==> src/rtl/wpc_pkg.sv <==
package wpc_pkg;

    // Classification of a bus request by the slot it addresses
    typedef enum logic [1:0] {
        ACC_NONE     = 2'd0,
        ACC_PERIPH   = 2'd1,
        ACC_CTRL     = 2'd2,
        ACC_UNMAPPED = 2'd3
    } acc_kind_e;

endpackage

==> src/rtl/wpc_decode.sv <==
module wpc_decode
    import wpc_pkg::*;
#(
    parameter int N_PERIPH  = 16,
    parameter int AW        = 16,
    parameter int SLOT_W    = 10,
    parameter int CTRL_SLOT = 32,
    parameter int CLR_OFS   = 0,
    parameter int SET_OFS   = 4
) (
    input  logic                req_valid,
    input  logic [AW-1:0]       req_addr,
    output acc_kind_e           kind,
    output logic [N_PERIPH-1:0] periph_oh,
    output logic                is_clr_alias,
    output logic                is_set_alias,
    output logic [SLOT_W-1:0]   offset
);
    localparam int IDX_W = AW - SLOT_W;

    logic [IDX_W-1:0] slot_idx;

    assign slot_idx = req_addr[AW-1:SLOT_W];
    assign offset   = req_addr[SLOT_W-1:0];

    always_comb begin
        if (!req_valid)
            kind = ACC_NONE;
        else if (int'(slot_idx) < N_PERIPH)
            kind = ACC_PERIPH;
        else if (int'(slot_idx) == CTRL_SLOT)
            kind = ACC_CTRL;
        else
            kind = ACC_UNMAPPED;
    end

    for (genvar g = 0; g < N_PERIPH; g++) begin : g_oh
        assign periph_oh[g] = (kind == ACC_PERIPH) && (int'(slot_idx) == g);
    end

    assign is_clr_alias = (kind == ACC_CTRL) && (int'(offset) == CLR_OFS);
    assign is_set_alias = (kind == ACC_CTRL) && (int'(offset) == SET_OFS);

endmodule

==> src/rtl/wpc_prot_bank.sv <==
module wpc_prot_bank #(
    parameter int N_PERIPH = 16
) (
    input  logic                clk,
    input  logic                rst_n,
    input  logic                set_wr,
    input  logic                clr_wr,
    input  logic [N_PERIPH-1:0] mask,
    output logic [N_PERIPH-1:0] prot,
    output logic                seq_err
);
    typedef struct packed {
        logic [N_PERIPH-1:0] lock;
    } bank_t;

    bank_t st_d, st_q;
    logic  dbl_set, dbl_clr;

    always_comb begin
        st_d    = st_q;
        dbl_set = set_wr && ((mask & st_q.lock) != '0);
        dbl_clr = clr_wr && ((mask & ~st_q.lock) != '0);
        if (set_wr && !dbl_set)
            st_d.lock = st_q.lock | mask;
        else if (clr_wr && !dbl_clr)
            st_d.lock = st_q.lock & ~mask;
    end

    always_ff @(posedge clk or negedge rst_n) begin
        if (!rst_n) st_q <= '0;
        else        st_q <= st_d;
    end

    assign prot    = st_q.lock;
    assign seq_err = dbl_set || dbl_clr;

    // a successful lock write only ever adds bits
    AST_SET_ONLY_ADDS: assert property (@(posedge clk) disable iff (!rst_n)
        (set_wr && !seq_err) |=> ((prot & $past(prot)) == $past(prot))) else $error("set removed bits");

    // a successful unlock write only ever removes bits
    AST_CLR_ONLY_REMOVES: assert property (@(posedge clk) disable iff (!rst_n)
        (clr_wr && !seq_err) |=> ((prot | $past(prot)) == $past(prot))) else $error("clear added bits");

endmodule

==> src/rtl/wpc_gate.sv <==
module wpc_gate #(
    parameter int N_PERIPH = 16
) (
    input  logic                clk,
    input  logic                rst_n,
    input  logic                req_write,
    input  logic                req_debug,
    input  logic [N_PERIPH-1:0] periph_oh,
    input  logic [N_PERIPH-1:0] prot,
    output logic [N_PERIPH-1:0] fwd_sel,
    output logic                blk_err
);
    logic hit_locked;

    always_comb begin
        hit_locked = (periph_oh & prot) != '0;
        blk_err    = req_write && !req_debug && hit_locked;
        fwd_sel    = blk_err ? '0 : periph_oh;
    end

    AST_SEL_ONEHOT: assert property (@(posedge clk) disable iff (!rst_n)
        $onehot0(fwd_sel)) else $error("fwd_sel not one-hot");

endmodule

==> src/rtl/periph_wp_ctrl.sv <==
module periph_wp_ctrl
    import wpc_pkg::*;
#(
    parameter int N_PERIPH  = 16,
    parameter int AW        = 16,
    parameter int DW        = 32,
    parameter int SLOT_W    = 10,
    parameter int CTRL_SLOT = 32,
    parameter int CLR_OFS   = 0,
    parameter int SET_OFS   = 4
) (
    input  logic                clk,
    input  logic                rst_n,
    input  logic                req_valid,
    input  logic                req_write,
    input  logic                req_debug,
    input  logic [AW-1:0]       req_addr,
    input  logic [DW-1:0]       req_wdata,
    input  logic [DW-1:0]       prd_data,
    output logic                rsp_valid,
    output logic                rsp_err,
    output logic [DW-1:0]       rsp_rdata,
    output logic [N_PERIPH-1:0] fwd_sel,
    output logic                fwd_write,
    output logic [SLOT_W-1:0]   fwd_addr,
    output logic [DW-1:0]       fwd_wdata
);
    typedef struct packed {
        logic          valid;
        logic          err;
        logic [DW-1:0] rdata;
    } rsp_t;

    acc_kind_e           kind;
    logic [N_PERIPH-1:0] periph_oh;
    logic                is_clr_alias, is_set_alias;
    logic [SLOT_W-1:0]   offset;
    logic [N_PERIPH-1:0] prot;
    logic                seq_err, blk_err;
    logic                set_wr, clr_wr;
    rsp_t                rsp_d, rsp_q;

    wpc_decode #(
        .N_PERIPH (N_PERIPH), .AW (AW), .SLOT_W (SLOT_W),
        .CTRL_SLOT(CTRL_SLOT), .CLR_OFS(CLR_OFS), .SET_OFS(SET_OFS)
    ) u_decode (
        .req_valid   (req_valid),
        .req_addr    (req_addr),
        .kind        (kind),
        .periph_oh   (periph_oh),
        .is_clr_alias(is_clr_alias),
        .is_set_alias(is_set_alias),
        .offset      (offset)
    );

    assign set_wr = is_set_alias && req_write;
    assign clr_wr = is_clr_alias && req_write;

    wpc_prot_bank #(.N_PERIPH(N_PERIPH)) u_bank (
        .clk    (clk),
        .rst_n  (rst_n),
        .set_wr (set_wr),
        .clr_wr (clr_wr),
        .mask   (req_wdata[N_PERIPH-1:0]),
        .prot   (prot),
        .seq_err(seq_err)
    );

    wpc_gate #(.N_PERIPH(N_PERIPH)) u_gate (
        .clk      (clk),
        .rst_n    (rst_n),
        .req_write(req_write),
        .req_debug(req_debug),
        .periph_oh(periph_oh),
        .prot     (prot),
        .fwd_sel  (fwd_sel),
        .blk_err  (blk_err)
    );

    assign fwd_write = req_write;
    assign fwd_addr  = offset;
    assign fwd_wdata = req_wdata;

    always_comb begin
        rsp_d       = '0;
        rsp_d.valid = req_valid;
        unique case (kind)
            ACC_PERIPH: begin
                rsp_d.err = blk_err;
                if (!req_write) rsp_d.rdata = prd_data;
            end
            ACC_CTRL: begin
                rsp_d.err = seq_err;
                if (!req_write && (is_clr_alias || is_set_alias))
                    rsp_d.rdata[N_PERIPH-1:0] = prot;
            end
            ACC_UNMAPPED: rsp_d.err = 1'b1;
            default:      rsp_d = '0;
        endcase
    end

    always_ff @(posedge clk or negedge rst_n) begin
        if (!rst_n) rsp_q <= '0;
        else        rsp_q <= rsp_d;
    end

    assign rsp_valid = rsp_q.valid;
    assign rsp_err   = rsp_q.err;
    assign rsp_rdata = rsp_q.rdata;

    AST_RSP_FOLLOWS: assert property (@(posedge clk) disable iff (!rst_n)
        req_valid |=> rsp_valid) else $error("missing response");

    AST_IDLE_QUIET: assert property (@(posedge clk) disable iff (!rst_n)
        !req_valid |=> (!rsp_valid && !rsp_err)) else $error("spurious response");

    AST_LOCKED_NO_FWD: assert property (@(posedge clk) disable iff (!rst_n)
        (req_valid && req_write && !req_debug && kind == ACC_PERIPH && (periph_oh & prot) != '0)
        |-> (fwd_sel == '0)) else $error("locked write forwarded");

    AST_LOCKED_ERR: assert property (@(posedge clk) disable iff (!rst_n)
        (req_valid && req_write && !req_debug && kind == ACC_PERIPH && (periph_oh & prot) != '0)
        |=> rsp_err) else $error("locked write without error");

    AST_DEBUG_PASS: assert property (@(posedge clk) disable iff (!rst_n)
        (req_valid && req_write && req_debug && kind == ACC_PERIPH)
        |-> (fwd_sel == periph_oh)) else $error("debug write blocked");

    AST_DEBUG_NO_ERR: assert property (@(posedge clk) disable iff (!rst_n)
        (req_valid && req_write && req_debug && kind == ACC_PERIPH)
        |=> !rsp_err) else $error("debug write errored");

    AST_DBL_SET_FREEZE: assert property (@(posedge clk) disable iff (!rst_n)
        (set_wr && (req_wdata[N_PERIPH-1:0] & prot) != '0)
        |=> ($stable(prot) && rsp_err)) else $error("double lock not rejected");

    AST_DBL_CLR_FREEZE: assert property (@(posedge clk) disable iff (!rst_n)
        (clr_wr && (req_wdata[N_PERIPH-1:0] & ~prot) != '0)
        |=> ($stable(prot) && rsp_err)) else $error("double unlock not rejected");

    AST_READ_PASS: assert property (@(posedge clk) disable iff (!rst_n)
        (req_valid && !req_write && kind == ACC_PERIPH)
        |-> (fwd_sel == periph_oh)) else $error("read blocked");

    AST_UNMAPPED_ERR: assert property (@(posedge clk) disable iff (!rst_n)
        (kind == ACC_UNMAPPED) |=> (rsp_err && rsp_rdata == '0)) else $error("unmapped not flagged");

endmodule

==> config.mk <==
export PLATFORM = sky130hd
export DESIGN_NAME = periph_wp_ctrl
export DESIGN_NICKNAME = d
export VERILOG_FILES = /design/src/rtl/wpc_pkg.sv /design/src/rtl/wpc_decode.sv /design/src/rtl/wpc_prot_bank.sv /design/src/rtl/wpc_gate.sv /design/src/rtl/periph_wp_ctrl.sv
export SDC_FILE = /design/constraint.sdc
export NUM_CORES = 1
export LEC_CHECK = 0
export ABC_AREA = 1
export BUFFER_PORTS_ARGS = -buffer_cell sky130_fd_sc_hd__buf_4
export CORE_ASPECT_RATIO = 0.8
export CORE_MARGIN = 2
export CORE_UTILIZATION = 47
export CTS_BUF_LIST = sky130_fd_sc_hd__clkbuf_2
export DETAILED_ROUTE_END_ITERATION = 8
export GPL_ROUTABILITY_DRIVEN = 0
export GPL_TIMING_DRIVEN = 1
export PLACE_DENSITY = 0.86
export SETUP_SLACK_MARGIN = 0.4
export SYNTH_ARGS = -nofsm -noshare
export SYNTH_HDL_FRONTEND = slang
export SYNTH_HIERARCHICAL = 1
export SYNTH_SLANG_ARGS = --single-unit
==> constraint.sdc <==
create_clock -name clk -period 2.9 [get_ports clk]
set_clock_uncertainty 0.15 [all_clocks]
set_input_delay 0.58 -clock clk [delete_from_list [all_inputs] [get_ports clk]]
set_output_delay 0.58 -clock clk [all_outputs]
set_load 0.05 [all_outputs]
# --- Word-level counts from Yosys, hierarchy flattened ---
# Index checks and enable logic that the tools add are counted.
word_totals:
  register_bits: 50
  in_bits: 85
  out_inout_bits: 93
  elab_cells: 84
op_classes:
  magnitude_cmp: 1
  eq_ne: 20
  mux: 12
  bitwise: 7
  n_reduce_logical: 40
ops:
  columns: ["cell", "count"]
  rows:
  - ["16-bit two-way mux", 5]
  - ["16-bit bitwise AND", 4]
  - ["6-bit by 5-bit equality test with 1-bit output, second input constant", 8]
  - ["16-bit nonzero test", 3]
  - ["32-bit two-way mux", 1]
  - ["16-bit NOT", 2]
  - ["16-bit case mux with 2 select lines", 1]
  - ["1-bit logical AND", 27]
  - ["6-bit by 4-bit equality test with 1-bit output, second input constant", 4]
  - ["16-bit bitwise OR", 1]
  - ["6-bit by 3-bit equality test with 1-bit output, second input constant", 2]
  - ["10-bit by 4-bit equality test with 1-bit output, second input constant", 1]
  - ["10-bit zero test", 1]
  - ["6-bit by 2-bit equality test with 1-bit output, second input constant", 1]
  - ["6-bit equality test, second input constant", 1]
  - ["6-bit zero test", 1]
  - ["6-bit by 5-bit less-than comparator with 1-bit output, second input constant", 1]
  - ["2-bit equality test, second input constant", 2]
  - ["1-bit zero test", 4]
  - ["2-bit two-way mux", 2]
  - ["1-bit case mux with 3 select lines", 1]
  - ["3-bit OR reduction", 1]
  - ["2-bit by 1-bit equality test with 1-bit output, second input constant", 1]
  - ["1-bit logical OR", 2]
  - ["2 further kinds", 3]

# --- Depth between registers and ports, before layout ---
logic_depth:
  ltp_word: 12
  mapped_depth: 15
  depth_no_buf: 14

# --- Modules after synthesis ---
# Netlist, hierarchy kept.
modules_own_cells:
  columns: ["module", "n_inst", "cells_per_inst", "area_per_inst_um2", "seq_area_each_um2"]
  rows:
  - ["periph_wp_ctrl", 1, 212, 1791.7, 850.8]
  - ["wpc_prot_bank", 1, 159, 1038.5, 400.4]
  - ["wpc_gate", 1, 67, 305.3, 0.0]
  - ["wpc_decode", 1, 63, 292.8, 0.0]

# --- Worst setup path after synthesis ---
# Ideal clock, no wire load.
synth_timing:
  path_type: "input to output"
  startpoint: "input port req_valid"
  endpoint: "output port fwd_sel[0]"
  arrival_ns: 1.999
  t_required_ns: 2.170
  path_slack_ns: 0.171
  stages: 11
  n_path_buf: 0
  path_cell_list: "inv_1 -> nor3_2 -> nand3_1 -> nor2_1 -> nand2_1 -> nand2_1 -> nor2_1 -> nand2_1 -> nor2_2 -> nor2_4 -> nor2_1"
synth_via:
  elab_chain_len: 7
  word_cells_on_any_way: 22
  classes_between: "eq/ne: 1; mux: 2; bitwise: 1; reduce/logical: 18"
synth_rtl:
  columns: ["item", "line_no", "rtl"]
  rows:
  - ["start, declared", "periph_wp_ctrl.sv:14", "input logic req_valid,"]
  - ["2-bit two-way mux", "wpc_decode.sv:27", "if (!req_valid)"]
  - ["2-bit by 1-bit equality test with 1-bit output", "wpc_decode.sv:38", "assign periph_oh[g] = (kind == ACC_PERIPH) && (int'(slot_idx) == g);"]
  - ["1-bit logical AND", "wpc_decode.sv:38", null]
  - ["named net periph_oh[4]", "periph_wp_ctrl.sv:35", "logic [N_PERIPH-1:0] periph_oh;"]
  - ["16-bit bitwise AND", "wpc_gate.sv:16", "hit_locked = (periph_oh & prot) != '0;"]
  - ["16-bit nonzero test", "wpc_gate.sv:16", null]
  - ["1-bit logical AND", "wpc_gate.sv:17", "blk_err = req_write && !req_debug && hit_locked;"]
  - ["16-bit two-way mux", "wpc_gate.sv:18", "fwd_sel = blk_err ? '0 : periph_oh;"]
  - ["end, declared", "periph_wp_ctrl.sv:23", "output logic [N_PERIPH-1:0] fwd_sel,"]
# The timed path passes the listed nets, and every way through them passes these cells.

# --- Worst setup path in the final report ---
layout_timing:
  startpoint: "input port req_addr[15]"
  endpoint: "output port fwd_sel[14]"
layout_via:
  elab_chain_len: 10
  word_cells_on_any_way: 42
  classes_between: "order compare: 1; eq/ne: 17; mux: 4; bitwise: 1; reduce/logical: 19"
layout_rtl:
  columns: ["item", "line_no", "rtl"]
  rows:
  - ["start, declared", "periph_wp_ctrl.sv:17", "input logic [AW-1:0] req_addr,"]
  - ["parallel branches: the longest is 5 deep, another holds 6-bit by 5-bit less-than comparator with 1-bit output", null, null]
  - ["1-bit logical AND (*)", "wpc_decode.sv:38", null]
  - ["named net periph_oh[8]", "periph_wp_ctrl.sv:35", null]
  - ["16-bit bitwise AND (*)", "wpc_gate.sv:16", null]
  - ["16-bit nonzero test (*)", "wpc_gate.sv:16", null]
  - ["1-bit logical AND (*)", "wpc_gate.sv:17", null]
  - ["named net blk_err", "periph_wp_ctrl.sv:39", "logic seq_err, blk_err;"]
  - ["16-bit two-way mux (*)", "wpc_gate.sv:18", null]
# Mark *: on every way through the listed nets, which the timed path passes.

==> flow_metrics.env <==
export IMPL_outcome="finished, violations left"
export IMPL_violations="negative setup slack"
export IMPL_pre_cts_ws_ns=-0.129
export IMPL_critPathKind="input pin to output pin"
export IMPL_max_cap_viol_count=0
export IMPL_cp_end_kind="output pin"
export IMPL_routed_wl_mm=10.3
export IMPL_grt_pass1_wl_mm=15.9
export IMPL_r2r_end="rsp_err$_DFF_PN0_"
export IMPL_yosysUniqueCellTypes=25
export IMPL_rows=27
export IMPL_period_share_pct=104
export IMPL_min_to="rsp_rdata[16]$_DFF_PN0_"
export IMPL_initial_utilization_pct=49.3
export IMPL_arrival_ns=2.29
export IMPL_yosysWarnings=6
export IMPL_peakVddDrop_mv=0.189
export IMPL_setup_ws_ns=-0.117
export IMPL_hpwlAfterDp_mm=7.16
export IMPL_finalHoldViolCount=0
export IMPL_core_um2=6960
export IMPL_htreeDepth=2
export IMPL_min_path_cells=3
export IMPL_cts_path_max_buffers=2
export IMPL_antenna_left=0
export IMPL_utilization_pct=67.5
export IMPL_antenna_found_initial=0
export IMPL_ys_ff_latch=50
export IMPL_rsz0062_at_grt="true"
export IMPL_critPathLaunchType="input pin"
export IMPL_syn2layout_area_growth_pct=36.9
export IMPL_final_common_cell="nand2_1"
export IMPL_power_density_nw_per_um2=308
export IMPL_required_ns=2.17
export IMPL_drcViolationCount=0
export IMPL_cts_tree="done"
export IMPL_wl_per_cell_um=14.9
export IMPL_grt_max_degree=51
export IMPL_first_global_vias=3376
export IMPL_grt_total_usage_pct=25.2
export IMPL_fmax_ghz=0.331
export IMPL_drt_iter0_drc=317
export IMPL_dieHeight_um=80.4
export IMPL_die_w_um=99.5
export IMPL_p_leak_uw=0.00245
export IMPL_via_per_inst=5.20
export IMPL_ff2ff_path_depth=12
export IMPL_num_vias=3620
export IMPL_fin_nets=697
export IMPL_finalSetupTns_ns=-1.43
export IMPL_hold_start="prd_data[16]"
export IMPL_layout_drive_gt1_share_pct=38.3
export IMPL_tightestPinTransition_ns=0.637
export IMPL_fillers=555
export IMPL_synth_area_um2=3430
export IMPL_place_area_um2=4330
export IMPL_dr_pass1_iters=7
export IMPL_synth_cells=501
export IMPL_antenna_cells=0
export IMPL_io_buffers=145
export IMPL_syn_avg_cell_area_um2=6.84
export IMPL_worstPathMaxFanout=8
export IMPL_min_path_type="input pin to flip-flop"
export IMPL_rrSetupSlack_ns=0.94
export IMPL_grt_ovfl_total=0
export IMPL_period_minus_slack_ns=3.02
export IMPL_final_cell_mix="nand2_1, buf_4, inv_1"
export IMPL_setup_viol=16
export IMPL_ys_seq_area_share_pct=36.5
export IMPL_slew_violations=0
export IMPL_ctsRootBufferMaster="clkbuf_2"
export IMPL_clock_sinks=50
export IMPL_syn_nets=590
export IMPL_clk_pin_slew_ns=0.30
export IMPL_insertion_delay_ns=0.47
export IMPL_cts_buffers=5
export IMPL_fin_area_um2=4690
export IMPL_die_area_um2=8000
export IMPL_slew_limit_headroom_pct=57.5
export IMPL_pin_count=178
## report_power, final
group | switching (µW) | total (µW) | internal [µW]
Combinational | 263 | 400 | 137
Sequential | 4.14 | 717 | 713
Clock | 255 | 327 | 71.8
Total | 522 | 1440 | 922
## through the flow
step	hold slack, ns	power [µW]	std cells
CTS	0.109	1450	696
detailed placement	0.414	1110	679
global placement	0.398	1110	679
floorplan	0.134	1030	501
global route	0.0717	1510	696
finish	0.129	1440	696
## metal layers
| metal | wire (µm) | global-route usage [%] | vias to the layer above |
|---|---|---|---|
| met1 | 4060 | 30.9 | 1671 |
| met4 | 334 | 11.8 | 0 |
| met5 | 0 | 0 | - |
| li1 | - | - | 1681 |
| met3 | 1070 | 6.44 | 41 |
| met2 | 4880 | 41.6 | 227 |
## how the worst max path moves through the flow
stage	from	end	slack [ns]	cells past startpoint
final	req_addr[15]	fwd_sel[14]	-0.12	15
after global routing	req_addr[15]	fwd_sel[14]	-0.13	15
after CTS	req_addr[15]	fwd_sel[14]	0.02	15
after detailed placement	req_valid	fwd_sel[3]	-0.13	14
after global placement	req_valid	fwd_sel[4]	0.002	14
after floorplan	req_valid	fwd_sel[0]	0.23	11
## worst max-delay path: stages
cell,delay (ns)
buf_8,0.10
nor3_4,0.17
buf_6,0.17
nand3_4,0.12
nor2_4,0.13
nand2_2,0.08
nand2_1,0.10
nor2_1,0.06
nand2_1,0.10
nor2_2,0.07
nor2_4,0.11
buf_6,0.14
buf_16,0.15
nor2_4,0.05
buf_8,0.14
## cells in the mapped netlist, drive strengths merged
| cell type | instances | share of area [%] |
|---|---|---|
| a21oi | 17 | 3.5 |
| and2 | 1 | 0.18 |
| buf | 58 | 13 |
| clkbuf | 2 | 0.22 |
| dfrtp | 50 | 36 |
| ha | 4 | 1.5 |
| inv | 69 | 7.6 |
| nand2 | 161 | 18 |
| nand3 | 53 | 7.7 |
| nand4 | 4 | 0.73 |
| nor2 | 75 | 10 |
| nor3 | 1 | 0.29 |
| o21ai | 3 | 0.44 |
| o21bai | 1 | 0.22 |
| or2 | 2 | 0.36 |
## cells by family (layout without fill, tap and decap cells)
family          after synthesis  after routing  synth area share (%)
simple gates                297            297                  37.3
buf+inv                     129            237                  20.6
flops                        50             50                  36.5
compound gates               21             21                  4.12
fa+ha+maj                     4              4                  1.46
## layout make-up
cell class | count | area [µm²] | area share, %
Tap cell | 87 | 109 | 2.32
Clock buffer | 5 | 25.0 | 0.533
Clock inverter | 3 | 28.8 | 0.613
Sequential cell | 50 | 1250 | 26.7
Inverter | 69 | 272 | 5.78
Timing Repair Buffer | 160 | 1340 | 28.6
Multi-Input combinational cell | 322 | 1670 | 35.5
## timing repair
item | CTS | global route
endpoints found under the setup margin | 16 | 16
setup buffers | 6 | 0
pin swaps | 15 | 1
hold buffers | 1 | 0
gates cloned | 2 | 0
hold endpoints to repair | 50 | 0
gates resized for setup | 52 | 7
(Power assumes the default switching activity.)
